[src/rtl/utx_pkg.sv]
package utx_pkg;

   localparam int unsigned LANES = 2;

   // words per cell on the input bus
   function automatic logic [5:0] cell_words(input logic wide, input logic ext);
      if (wide) return ext ? 6'd27 : 6'd26;
      return ext ? 6'd53 : 6'd52;
   endfunction

   // octets per cell in the FIFO
   function automatic logic [5:0] cell_octets(input logic wide, input logic ext);
      if (wide) return ext ? 6'd54 : 6'd52;
      return ext ? 6'd53 : 6'd52;
   endfunction

endpackage

[src/rtl/utx_poll.sv]
module utx_poll #(
   parameter int ADDR_W = 5
) (
   input  logic              clk,
   input  logic              rst_n,
   input  logic              cfg_multi,
   input  logic [ADDR_W-1:0] cfg_addr,
   input  logic [ADDR_W-1:0] tx_addr,
   input  logic              tx_enb,
   input  logic              room,
   output logic              selected,
   output logic              clav,
   output logic              clav_oe
);

   logic hit;
   logic sel_q, clav_q, oe_q;

   assign hit = (tx_addr == cfg_addr);

   always_ff @(posedge clk) begin
      if (!rst_n) begin
         sel_q  <= 1'b0;
         clav_q <= 1'b0;
         oe_q   <= 1'b0;
      end else begin
         clav_q <= room;
         oe_q   <= !cfg_multi || (tx_enb && hit);
         if (tx_enb) sel_q <= hit;
      end
   end

   assign selected = !cfg_multi || sel_q;
   assign clav     = clav_q;
   assign clav_oe  = oe_q;

   // in multi-PHY mode the drive enable follows only a poll at our address
   a_r6_oe_after_poll: assert property (@(posedge clk) disable iff (!rst_n)
      (cfg_multi && $past(cfg_multi) && clav_oe) |->
         ($past(tx_enb) && ($past(tx_addr) == $past(cfg_addr))));

endmodule

[src/rtl/utx_writer.sv]
module utx_writer
   import utx_pkg::*;
#(
   parameter int SLOTS = 4,
   parameter int IDX_W = 6,
   parameter int CNT_W = 3
) (
   input  logic                            clk,
   input  logic                            rst_n,
   input  logic                            cfg_wide,
   input  logic                            cfg_ext,
   input  logic                            cfg_drop,
   input  logic                            selected,
   input  logic                            tx_enb,
   input  logic                            tx_soc,
   input  logic [15:0]                     tx_data,
   input  logic                            tx_prty,
   input  logic [CNT_W-1:0]                cnt,
   output logic                            in_cell,
   output logic                            commit,
   output logic                            wr_adv,
   output logic [LANES-1:0]                wr_en,
   output logic [LANES-1:0][IDX_W-1:0]     wr_idx,
   output logic [LANES-1:0][7:0]           wr_oct,
   output logic                            err_seen
);

   localparam logic [CNT_W:0] LIMIT = (CNT_W+1)'(SLOTS);

   logic             in_q, bad_q, err_q;
   logic [IDX_W-1:0] wcnt_q;
   logic             accept, perr, runt, keep_runt, start, cont, last;
   logic             bad_now, end_ok, write;
   logic [IDX_W-1:0] nwords, widx;
   logic [CNT_W:0]   cnt_after;

   always_comb begin
      nwords    = IDX_W'(cell_words(cfg_wide, cfg_ext));
      accept    = !tx_enb && selected;
      perr      = cfg_wide ? ~(^{tx_data, tx_prty}) : ~(^{tx_data[7:0], tx_prty});
      runt      = accept && tx_soc && in_q;
      keep_runt = runt && !cfg_drop;
      cnt_after = {1'b0, cnt} + {{CNT_W{1'b0}}, keep_runt};
      start     = accept && tx_soc && (cnt_after < LIMIT);
      cont      = accept && !tx_soc && in_q;
      last      = cont && (wcnt_q == nwords - 1'b1);
      bad_now   = bad_q | perr;
      end_ok    = last && !(bad_now && cfg_drop);
      write     = start | cont;
      widx      = start ? '0 : wcnt_q;
   end

   assign commit   = keep_runt | end_ok;
   assign wr_adv   = keep_runt;
   assign in_cell  = in_q;
   assign err_seen = err_q;

   generate
      for (genvar l = 0; l < LANES; l++) begin : g_lane
         if (l == 0) begin : g_first
            assign wr_en[l]  = write;
            assign wr_idx[l] = cfg_wide ? {widx[IDX_W-2:0], 1'b0} : widx;
            assign wr_oct[l] = cfg_wide ? tx_data[15:8] : tx_data[7:0];
         end else begin : g_second
            assign wr_en[l]  = write && cfg_wide;
            assign wr_idx[l] = {widx[IDX_W-2:0], 1'b1};
            assign wr_oct[l] = tx_data[7:0];
         end
      end
   endgenerate

   always_ff @(posedge clk) begin
      if (!rst_n) begin
         in_q   <= 1'b0;
         bad_q  <= 1'b0;
         err_q  <= 1'b0;
         wcnt_q <= '0;
      end else begin
         if ((write && perr) || runt) err_q <= 1'b1;
         if (start) begin
            in_q   <= 1'b1;
            wcnt_q <= IDX_W'(1);
            bad_q  <= perr;
         end else if (last) begin
            in_q   <= 1'b0;
            wcnt_q <= '0;
            bad_q  <= 1'b0;
         end else if (cont) begin
            wcnt_q <= wcnt_q + 1'b1;
            bad_q  <= bad_now;
         end else if (runt) begin
            in_q   <= 1'b0;
            wcnt_q <= '0;
            bad_q  <= 1'b0;
         end
      end
   end

   // an open cell never counts past its configured length
   a_r2_word_range: assert property (@(posedge clk) disable iff (!rst_n)
      in_q |-> (wcnt_q < nwords) && (wcnt_q != '0));

   // a cell is handed to the FIFO only while one is open
   a_r3_commit_open: assert property (@(posedge clk) disable iff (!rst_n)
      commit |-> in_q);

   // the error flag is sticky until reset
   a_r9_sticky_holds: assert property (@(posedge clk) disable iff (!rst_n)
      err_q |=> err_q);

endmodule

[src/rtl/utx_store.sv]
module utx_store
   import utx_pkg::*;
#(
   parameter int  SLOTS       = 4,
   parameter int  SLOT_OCTETS = 64,
   localparam int SLOT_W      = $clog2(SLOTS),
   localparam int IDX_W       = $clog2(SLOT_OCTETS),
   localparam int CNT_W       = $clog2(SLOTS + 1)
) (
   input  logic                        clk,
   input  logic                        rst_n,
   input  logic                        cfg_wide,
   input  logic                        cfg_ext,
   input  logic [LANES-1:0]            wr_en,
   input  logic [LANES-1:0][IDX_W-1:0] wr_idx,
   input  logic [LANES-1:0][7:0]       wr_oct,
   input  logic                        wr_adv,
   input  logic                        commit,
   input  logic                        rd_enb,
   output logic [CNT_W-1:0]            cnt,
   output logic [7:0]                  rd_data,
   output logic                        rd_soc,
   output logic                        cell_present
);

   localparam int DEPTH = SLOTS * SLOT_OCTETS;

   logic [7:0]        mem [DEPTH];
   logic [SLOT_W-1:0] wr_slot_q, rd_slot_q, wslot;
   logic [IDX_W-1:0]  rd_idx_q, octs;
   logic [CNT_W-1:0]  cnt_q;
   logic              pop, last_rd;
   logic [SLOT_W+IDX_W-1:0] waddr [LANES];

   assign wslot   = wr_slot_q + SLOT_W'(wr_adv);
   assign octs    = IDX_W'(cell_octets(cfg_wide, cfg_ext));
   assign pop     = !rd_enb && (cnt_q != '0);
   assign last_rd = (rd_idx_q == octs - 1'b1);

   generate
      for (genvar l = 0; l < LANES; l++) begin : g_addr
         assign waddr[l] = {wslot, wr_idx[l]};
      end
   endgenerate

   always_ff @(posedge clk) begin
      for (int l = 0; l < LANES; l++) begin
         if (wr_en[l]) mem[waddr[l]] <= wr_oct[l];
      end
   end

   always_ff @(posedge clk) begin
      if (!rst_n) begin
         wr_slot_q <= '0;
         rd_slot_q <= '0;
         rd_idx_q  <= '0;
         cnt_q     <= '0;
         rd_data   <= '0;
         rd_soc    <= 1'b0;
      end else begin
         if (commit) wr_slot_q <= wr_slot_q + 1'b1;
         rd_soc <= 1'b0;
         if (pop) begin
            rd_data <= mem[{rd_slot_q, rd_idx_q}];
            rd_soc  <= (rd_idx_q == '0);
            if (last_rd) begin
               rd_idx_q  <= '0;
               rd_slot_q <= rd_slot_q + 1'b1;
            end else begin
               rd_idx_q <= rd_idx_q + 1'b1;
            end
         end
         cnt_q <= cnt_q + CNT_W'(commit) - CNT_W'(pop && last_rd);
      end
   end

   assign cnt          = cnt_q;
   assign cell_present = (cnt_q != '0);

   // the writer never completes a cell into a full FIFO
   a_r8_no_overflow: assert property (@(posedge clk) disable iff (!rst_n)
      commit |-> (cnt_q < CNT_W'(SLOTS)));

   // the start marker marks a single octet, never two in a row
   a_r11_soc_single: assert property (@(posedge clk) disable iff (!rst_n)
      rd_soc |=> !rd_soc);

endmodule

[src/rtl/utx_cell_intake.sv]
module utx_cell_intake
   import utx_pkg::*;
#(
   parameter int ADDR_W      = 5,
   parameter int SLOTS       = 4,
   parameter int SLOT_OCTETS = 64
) (
   input  logic              clk,
   input  logic              rst_n,
   input  logic              cfg_wide,
   input  logic              cfg_ext,
   input  logic              cfg_multi,
   input  logic              cfg_drop,
   input  logic [ADDR_W-1:0] cfg_addr,
   input  logic [15:0]       tx_data,
   input  logic [ADDR_W-1:0] tx_addr,
   input  logic              tx_enb,
   input  logic              tx_soc,
   input  logic              tx_prty,
   output logic              tx_clav,
   output logic              tx_clav_oe,
   input  logic              rd_enb,
   output logic [7:0]        rd_data,
   output logic              rd_soc,
   output logic              cell_present,
   output logic              cell_err_flag
);

   localparam int IDX_W = $clog2(SLOT_OCTETS);
   localparam int CNT_W = $clog2(SLOTS + 1);

   initial begin
      assert (SLOTS >= 2 && (SLOTS & (SLOTS - 1)) == 0)
         else $error("SLOTS must be a power of two of at least 2");
      assert (SLOT_OCTETS >= 54 && (SLOT_OCTETS & (SLOT_OCTETS - 1)) == 0)
         else $error("SLOT_OCTETS must be a power of two holding 54 octets");
      assert (ADDR_W >= 1) else $error("ADDR_W must be positive");
   end

   logic                        selected, room, in_cell, commit, wr_adv;
   logic [CNT_W-1:0]            cnt;
   logic [LANES-1:0]            wr_en;
   logic [LANES-1:0][IDX_W-1:0] wr_idx;
   logic [LANES-1:0][7:0]       wr_oct;

   assign room = (({1'b0, cnt} + {{CNT_W{1'b0}}, in_cell}) < (CNT_W+1)'(SLOTS));

   utx_poll #(.ADDR_W(ADDR_W)) u_poll (
      .clk      (clk),
      .rst_n    (rst_n),
      .cfg_multi(cfg_multi),
      .cfg_addr (cfg_addr),
      .tx_addr  (tx_addr),
      .tx_enb   (tx_enb),
      .room     (room),
      .selected (selected),
      .clav     (tx_clav),
      .clav_oe  (tx_clav_oe)
   );

   utx_writer #(.SLOTS(SLOTS), .IDX_W(IDX_W), .CNT_W(CNT_W)) u_writer (
      .clk     (clk),
      .rst_n   (rst_n),
      .cfg_wide(cfg_wide),
      .cfg_ext (cfg_ext),
      .cfg_drop(cfg_drop),
      .selected(selected),
      .tx_enb  (tx_enb),
      .tx_soc  (tx_soc),
      .tx_data (tx_data),
      .tx_prty (tx_prty),
      .cnt     (cnt),
      .in_cell (in_cell),
      .commit  (commit),
      .wr_adv  (wr_adv),
      .wr_en   (wr_en),
      .wr_idx  (wr_idx),
      .wr_oct  (wr_oct),
      .err_seen(cell_err_flag)
   );

   utx_store #(.SLOTS(SLOTS), .SLOT_OCTETS(SLOT_OCTETS)) u_store (
      .clk         (clk),
      .rst_n       (rst_n),
      .cfg_wide    (cfg_wide),
      .cfg_ext     (cfg_ext),
      .wr_en       (wr_en),
      .wr_idx      (wr_idx),
      .wr_oct      (wr_oct),
      .wr_adv      (wr_adv),
      .commit      (commit),
      .rd_enb      (rd_enb),
      .cnt         (cnt),
      .rd_data     (rd_data),
      .rd_soc      (rd_soc),
      .cell_present(cell_present)
   );

endmodule

[config.mk]
export PLATFORM = sky130hd
export DESIGN_NAME = utx_cell_intake
export DESIGN_NICKNAME = d
export VERILOG_FILES = /design/src/rtl/utx_pkg.sv /design/src/rtl/utx_poll.sv /design/src/rtl/utx_writer.sv /design/src/rtl/utx_store.sv /design/src/rtl/utx_cell_intake.sv
export SDC_FILE = /design/constraint.sdc
export NUM_CORES = 2
export LEC_CHECK = 0
export BUFFER_PORTS_ARGS = -buffer_cell sky130_fd_sc_hd__clkbuf_2
export CAP_MARGIN = 20
export CORE_MARGIN = 3
export CORE_UTILIZATION = 40
export CTS_CLUSTER_DIAMETER = 100
export DETAILED_ROUTE_END_ITERATION = 16
export GPL_ROUTABILITY_DRIVEN = 0
export PLACE_DENSITY = 0.58
export SYNTH_ARGS = -nofsm -noshare
export SYNTH_HDL_FRONTEND = slang
export SYNTH_HIERARCHICAL = 1
export SYNTH_SLANG_ARGS = --single-unit
[constraint.sdc]
create_clock -name clk -period 12.15 [get_ports clk]
set_clock_uncertainty 0.1 [all_clocks]
set_input_delay 2.43 -clock clk [delete_from_list [all_inputs] [get_ports clk]]
set_output_delay 2.43 -clock clk [all_outputs]
set_load 0.02 [all_outputs]
Yosys cells after proc, flatten, opt, wreduce, memory -nomap -nowiden
Memories as Yosys holds them, arrays and structs flattened. A register that Yosys moved wholly into a read port is not among the register bits.
Cells that the tools add are included.
- register bits: 26
- RAM bits: 2048
- input bits: 36
- word-level logic and storage cells: 101
- memories: 1
- add/subtract/negate cells: 11
- magnitude comparators: 2
- equality and inequality tests: 4
- multiplexer cells: 28
- bitwise logic cells: 6
- reduce and logical (&&, ||, !) cells: 36
- memory list (name ; words ; width ; rd ports ; clocked after Yosys merged registers in ; wr ports ; line ; RTL):
    u_store.mem ; 256 ; 8 ; 1 ; 1 ; 2 ; utx_store.sv:28 ; logic [7:0] mem [DEPTH];
- operator list (cell ; count):
    6-bit 2-to-1 mux ; 9
    1-bit 2-to-1 mux ; 17
    17-bit XOR reduction ; 1
    1-bit logical AND ; 15
    6-bit by 1-bit adder with 6-bit output (second input constant) ; 2
    6-bit == test ; 2
    6-bit by 1-bit subtractor with 6-bit output (second input constant) ; 2
    9-bit XOR reduction ; 1
    3-bit by 1-bit adder with 4-bit output ; 2
    4-bit by 3-bit less-than comparator with 1-bit output (second input constant) ; 2
    8-bit 2-to-1 mux ; 1
    1-bit logical NOT ; 7
    6-bit logical NOT ; 1
    2-bit AND reduction ; 3
    3-bit nonzero test ; 2
    5-bit == test ; 1
    2-bit by 1-bit adder with 2-bit output (second input constant) ; 2
    4-bit nonzero test ; 1
    3-bit by 1-bit adder with 3-bit output ; 1
    1-bit logical OR ; 3
    3-bit by 2-bit != test with 1-bit output (second input constant) ; 1
    1-bit NOT ; 3
    1-bit bitwise OR ; 3
    3-bit OR reduction ; 1
    other kinds (4) ; 4

Depth between registers and ports, before layout
- depth in word-level cells: 13
- gate-level depth with buffers: 18
- depth with buffers taken out: 13

Cells and area by module
Netlist, hierarchy kept.
- modules (own cells, without submodules) (module ; instances ; cells an instance ; area each (µm²)):
    utx_store ; 1 ; 6802 ; 107837.2
    utx_writer ; 1 ; 119 ; 997.2
    utx_poll ; 1 ; 16 ; 150.1
    utx_cell_intake ; 1 ; 1 ; 6.3

Worst setup path before layout
No wires, ideal clock.
- path type: input to register
- start point: input cfg_multi
- end point: memory u_store.mem[187][1], enable pin
- setup time: 0.384 ns
- arrival: 5.004 ns
- required time: 11.666 ns
- slack: 6.662 ns
- cell stages on the path: 13
- buffers on the path: 3
- path through: nand2b_1 > nand3b_1 > nor3b_1 > nand3_1 > nand2_1 > clkbuf_1 > and2_1 > buf_1 > nand2_1 > nor2_1 > clkbuf_1 > nand2_1 > o21ai_0
- RTL lines (item ; line ; RTL):
    from (decl) ; utx_cell_intake.sv:12 ; input logic cfg_multi,
    to (decl) ; utx_store.sv:28 ;

==> metrics.md <==
| Metric | Value |
|---|---|
| CP arrival | `7.13 ns` |
| Largest net degree at the start of global routing | `151` |
| Post-CTS Resized | `0` |
| Overflow after GRT | `0` |
| Fin util | `44.29%` |
| Hold Crit Class | `reg -> reg` |
| Drt drc | `0` |
| CP Max Fanout | `16` |
| CTS Root Cell | `clkbuf_16` |
| Core ar. | `271000 µm²` |
| Post-synthesis sequential area ratio | `57.05%` |
| Syn_nets | `6982` |
| Setup CP Type | `in -> reg` |
| Final setup fails | `0` |
| Wire per inst | `38.12 µm` |
| Die area | `278800 µm²` |
| # nets final | `6765` |
| Gr usage total | `27.99%` |
| IO Count | `49` |
| Area growth from synthesis to layout | `10.11%` |
| Vias in the first global route | `66870` |
| Worst skew pair latency | `0.91 ns` |
| Failing checks | `slew limit` |
| Total CTS buffers | `232` |
| Antenna-violating nets left | `0` |
| Power Total | `15.91 mW` |
| CP endpoint kind | `flop` |
| Mapped Cells | `6938` |
| PortBufs | `48` |
| Cell area power density | `132.5 nW/µm²` |
| Drt pass-1 iters | `6` |
| Status | `finished, violations left` |
| Mapped Avg Cell Area | `15.71 µm²` |
| Final WL | `400400 µm` |
| Main flop type after synthesis | `edfxtp_1` |
| Placed Area | `112400 µm²` |
| Sink Count | `2082` |
| Fillers | `23930` |
| Pleak | `37.54 nW` |
| Layout cell share with drive strength beyond 1 | `46.54%` |
| # Post-CTS Setup Buffers | `0` |
| Vias per std cell | `6.528` |
| Clock-pin slew on the worst setup and hold paths | `0.06 ns` |
| Max-slew violations | `162` |
| 1st-iter DRT viols | `9498` |
| Tightest Pin Transition | `4.838 ns` |
| First-pass GRT wire length | `553400 µm` |
| Clock tree buffer depth | `4` |
| Level count of the clock H-tree | `4` |
| Mapped cell area | `109000 µm²` |
| Final Hold Viols | `0` |
| Element type at the critical path start | `primary input` |
| Vias | `68560` |
| Shortest clock period the worst path allows after layout | `6.718 ns` |
| Cts hold-fix bufs | `0` |
| Number of synthesized register bits | `2082` |
| Max-slew headroom | `-225.0%` |
| Die H | `528.0 µm` |
| Final period util | `55.29%` |
| Asr flop ratio synth | `0%` |
| Final instance area | `120000 µm²` |
| Post-synth EDFFs | `2048` |
| CTS tree | `built` |
| Antenna violations before repair | `28` |
| Peak VDD IR | `0.1268 mV` |
| Fin Hold WS | `0.3715 ns` |
| Ys Warns | `6` |
| RSZ-0062 raised after global routing | `false` |
| HPWL after detailed placement | `237800 µm` |
| Setup_tns | `0 ns` |
| Worst Path Required | `12.56 ns` |
| Initial Utilization | `40.22%` |
| FP Rows | `191` |
| Max-cap violations | `0` |
| Fmax | `148.9 MHz` |
| Die width | `528.0 µm` |
| Netlist cell types | `84` |
==> power by group <==
group	internal (mW)	leakage, nW	switching, mW
logic	0.439	15.3	0.592
clock network	3.95	3.57	2.98
registers	7.94	18.6	0.00440
total	12.3	37.5	3.58
==> critical path, stage by stage <==
cell and delay (ns):
clkbuf_2 0.09, nand2b_1 0.31, nand3b_1 0.27, nor3b_1 0.36, nand3_1 0.16, and2_1 0.27
nor2_1 0.37, nor2b_1 0.92, nand2_1 0.89, o22ai_1 1.02
==> final cells by class <==
class | instances | area, µm² | share of cell area, %
tap | 3570 | 4467 | 3.722
multi-input combinational | 4078 | 43530 | 36.27
inverter | 14 | 58.81 | 0.04900
timing repair buffer | 313 | 2415 | 2.012
sequential | 2082 | 62200 | 51.83
clock inverter | 144 | 1271 | 1.059
antenna | 29 | 72.57 | 0.06047
clock buffer | 272 | 5998 | 4.998
==> through the flow <==
step	cells	setup WS, ns
6_report	10500	5.432
5_1_grt	10480	5.194
2_1_floorplan	6938	6.662
4_1_cts	10430	5.504
3_3_place_gp	9995	4.610
3_5_place_dp	10020	4.587
==> sequential cells by signal, indices dropped and copies added, names as in the netlist <==
name,cells
u_store/rd_soc,1
u_poll/clav_oe,1
u_store/rd_data,8
u_poll/clav,1
u_writer/err_seen,1
u_store/rd_idx_q,6
u_store/cnt,3
u_writer/bad_q,1
u_store/mem,2048
u_writer/wcnt_q,6
u_store/rd_slot_q,2
u_poll/sel_q,1
u_writer/in_cell,1
u_store/wr_slot_q,2
==> placed cells by master, fill, tap and decap left out, drive strengths merged, types with 9 or more instances in the layout <==
cell type | synthesis | final
a211oi | 18 | 18
a21oi | 56 | 56
a221oi | 25 | 25
a22o | 9 | 9
a22oi | 41 | 41
a31oi | 27 | 27
and2 | 23 | 23
and3 | 12 | 12
buf | 161 | 253
bufinv | 0 | 21
clkbuf | 603 | 332
clkinv | 1 | 114
dfxtp | 34 | 34
diode | 0 | 29
edfxtp | 2048 | 2048
inv | 13 | 19
mux2 | 2081 | 2081
mux2i | 181 | 181
mux4 | 463 | 463
nand2 | 300 | 300
nand2b | 15 | 15
nand3 | 52 | 52
nor2 | 199 | 199
nor2b | 30 | 30
nor3 | 25 | 25
nor4 | 10 | 10
o21ai | 167 | 167
o221ai | 16 | 16
o22ai | 172 | 172
or3 | 9 | 9
xnor2 | 29 | 29
==> kinds of logic after synthesis <==
group | count (synthesis) | synth area share, %
AO/OA/AOI/OAI | 593 | 3.485
XOR/XNOR | 38 | 0.3318
adder cells (fa/ha/maj) | 8 | 0.09872
buffers and inverters | 778 | 3.297
flip-flops | 2082 | 57.05
multiplexers | 2725 | 32.82
other | 1 | 0.003441
AND/OR/NAND/NOR | 713 | 2.910
==> worst paths after layout <==
| kind | cells after the start | to | slack (ns) | startpoint |
|---|---|---|---|---|
| max | 10 | u_store/mem[82][1] | 5.43 | cfg_multi |
| max reg2reg | 9 | u_store/rd_data[2] | 6.52 | u_store/rd_idx_q[2] |
| min reg2reg | 2 | u_poll/sel_q | 0.37 | u_poll/sel_q |
| min | 2 | u_poll/sel_q | 0.37 | u_poll/sel_q |
==> synth_stat cells, drive strengths merged (10+ instances only) <==
cell    instances  area, µm²
xnor2          29      254.0
and3           12      75.07
nand3          52      260.3
nor3           25      125.1
a221oi         25      225.2
nor2          199      747.0
buf           161       1267
a31oi          27      168.9
nor4           10      62.56
o22ai         172       1076
mux2i         181       1812
nand2         300       1126
o221ai         16      140.1
dfxtp          34      680.7
o21ai         167      835.8
a211oi         18      140.1
clkbuf        603       2273
edfxtp       2048      61500
nand2b         15      93.84
a21oi          56      284.0
nor2b          30      187.7
mux4          463      10530
inv            13      48.79
a22oi          41      307.8
and2           23      143.9
mux2         2081      23430
==> per-layer routing <==
metal  wire length (µm)  share of wire (%)  GRT usage (%)  vias up
li1                   -                  -              -    27160
met1             154800                 39          37.23    36200
met2             179600                 45          42.13     4331
met3              42470                 11          7.244      873
met4              23330                5.8          14.56        3
met5                193              0.048         0.4848        -
No activity file was read; power rests on OpenSTA's default activity.
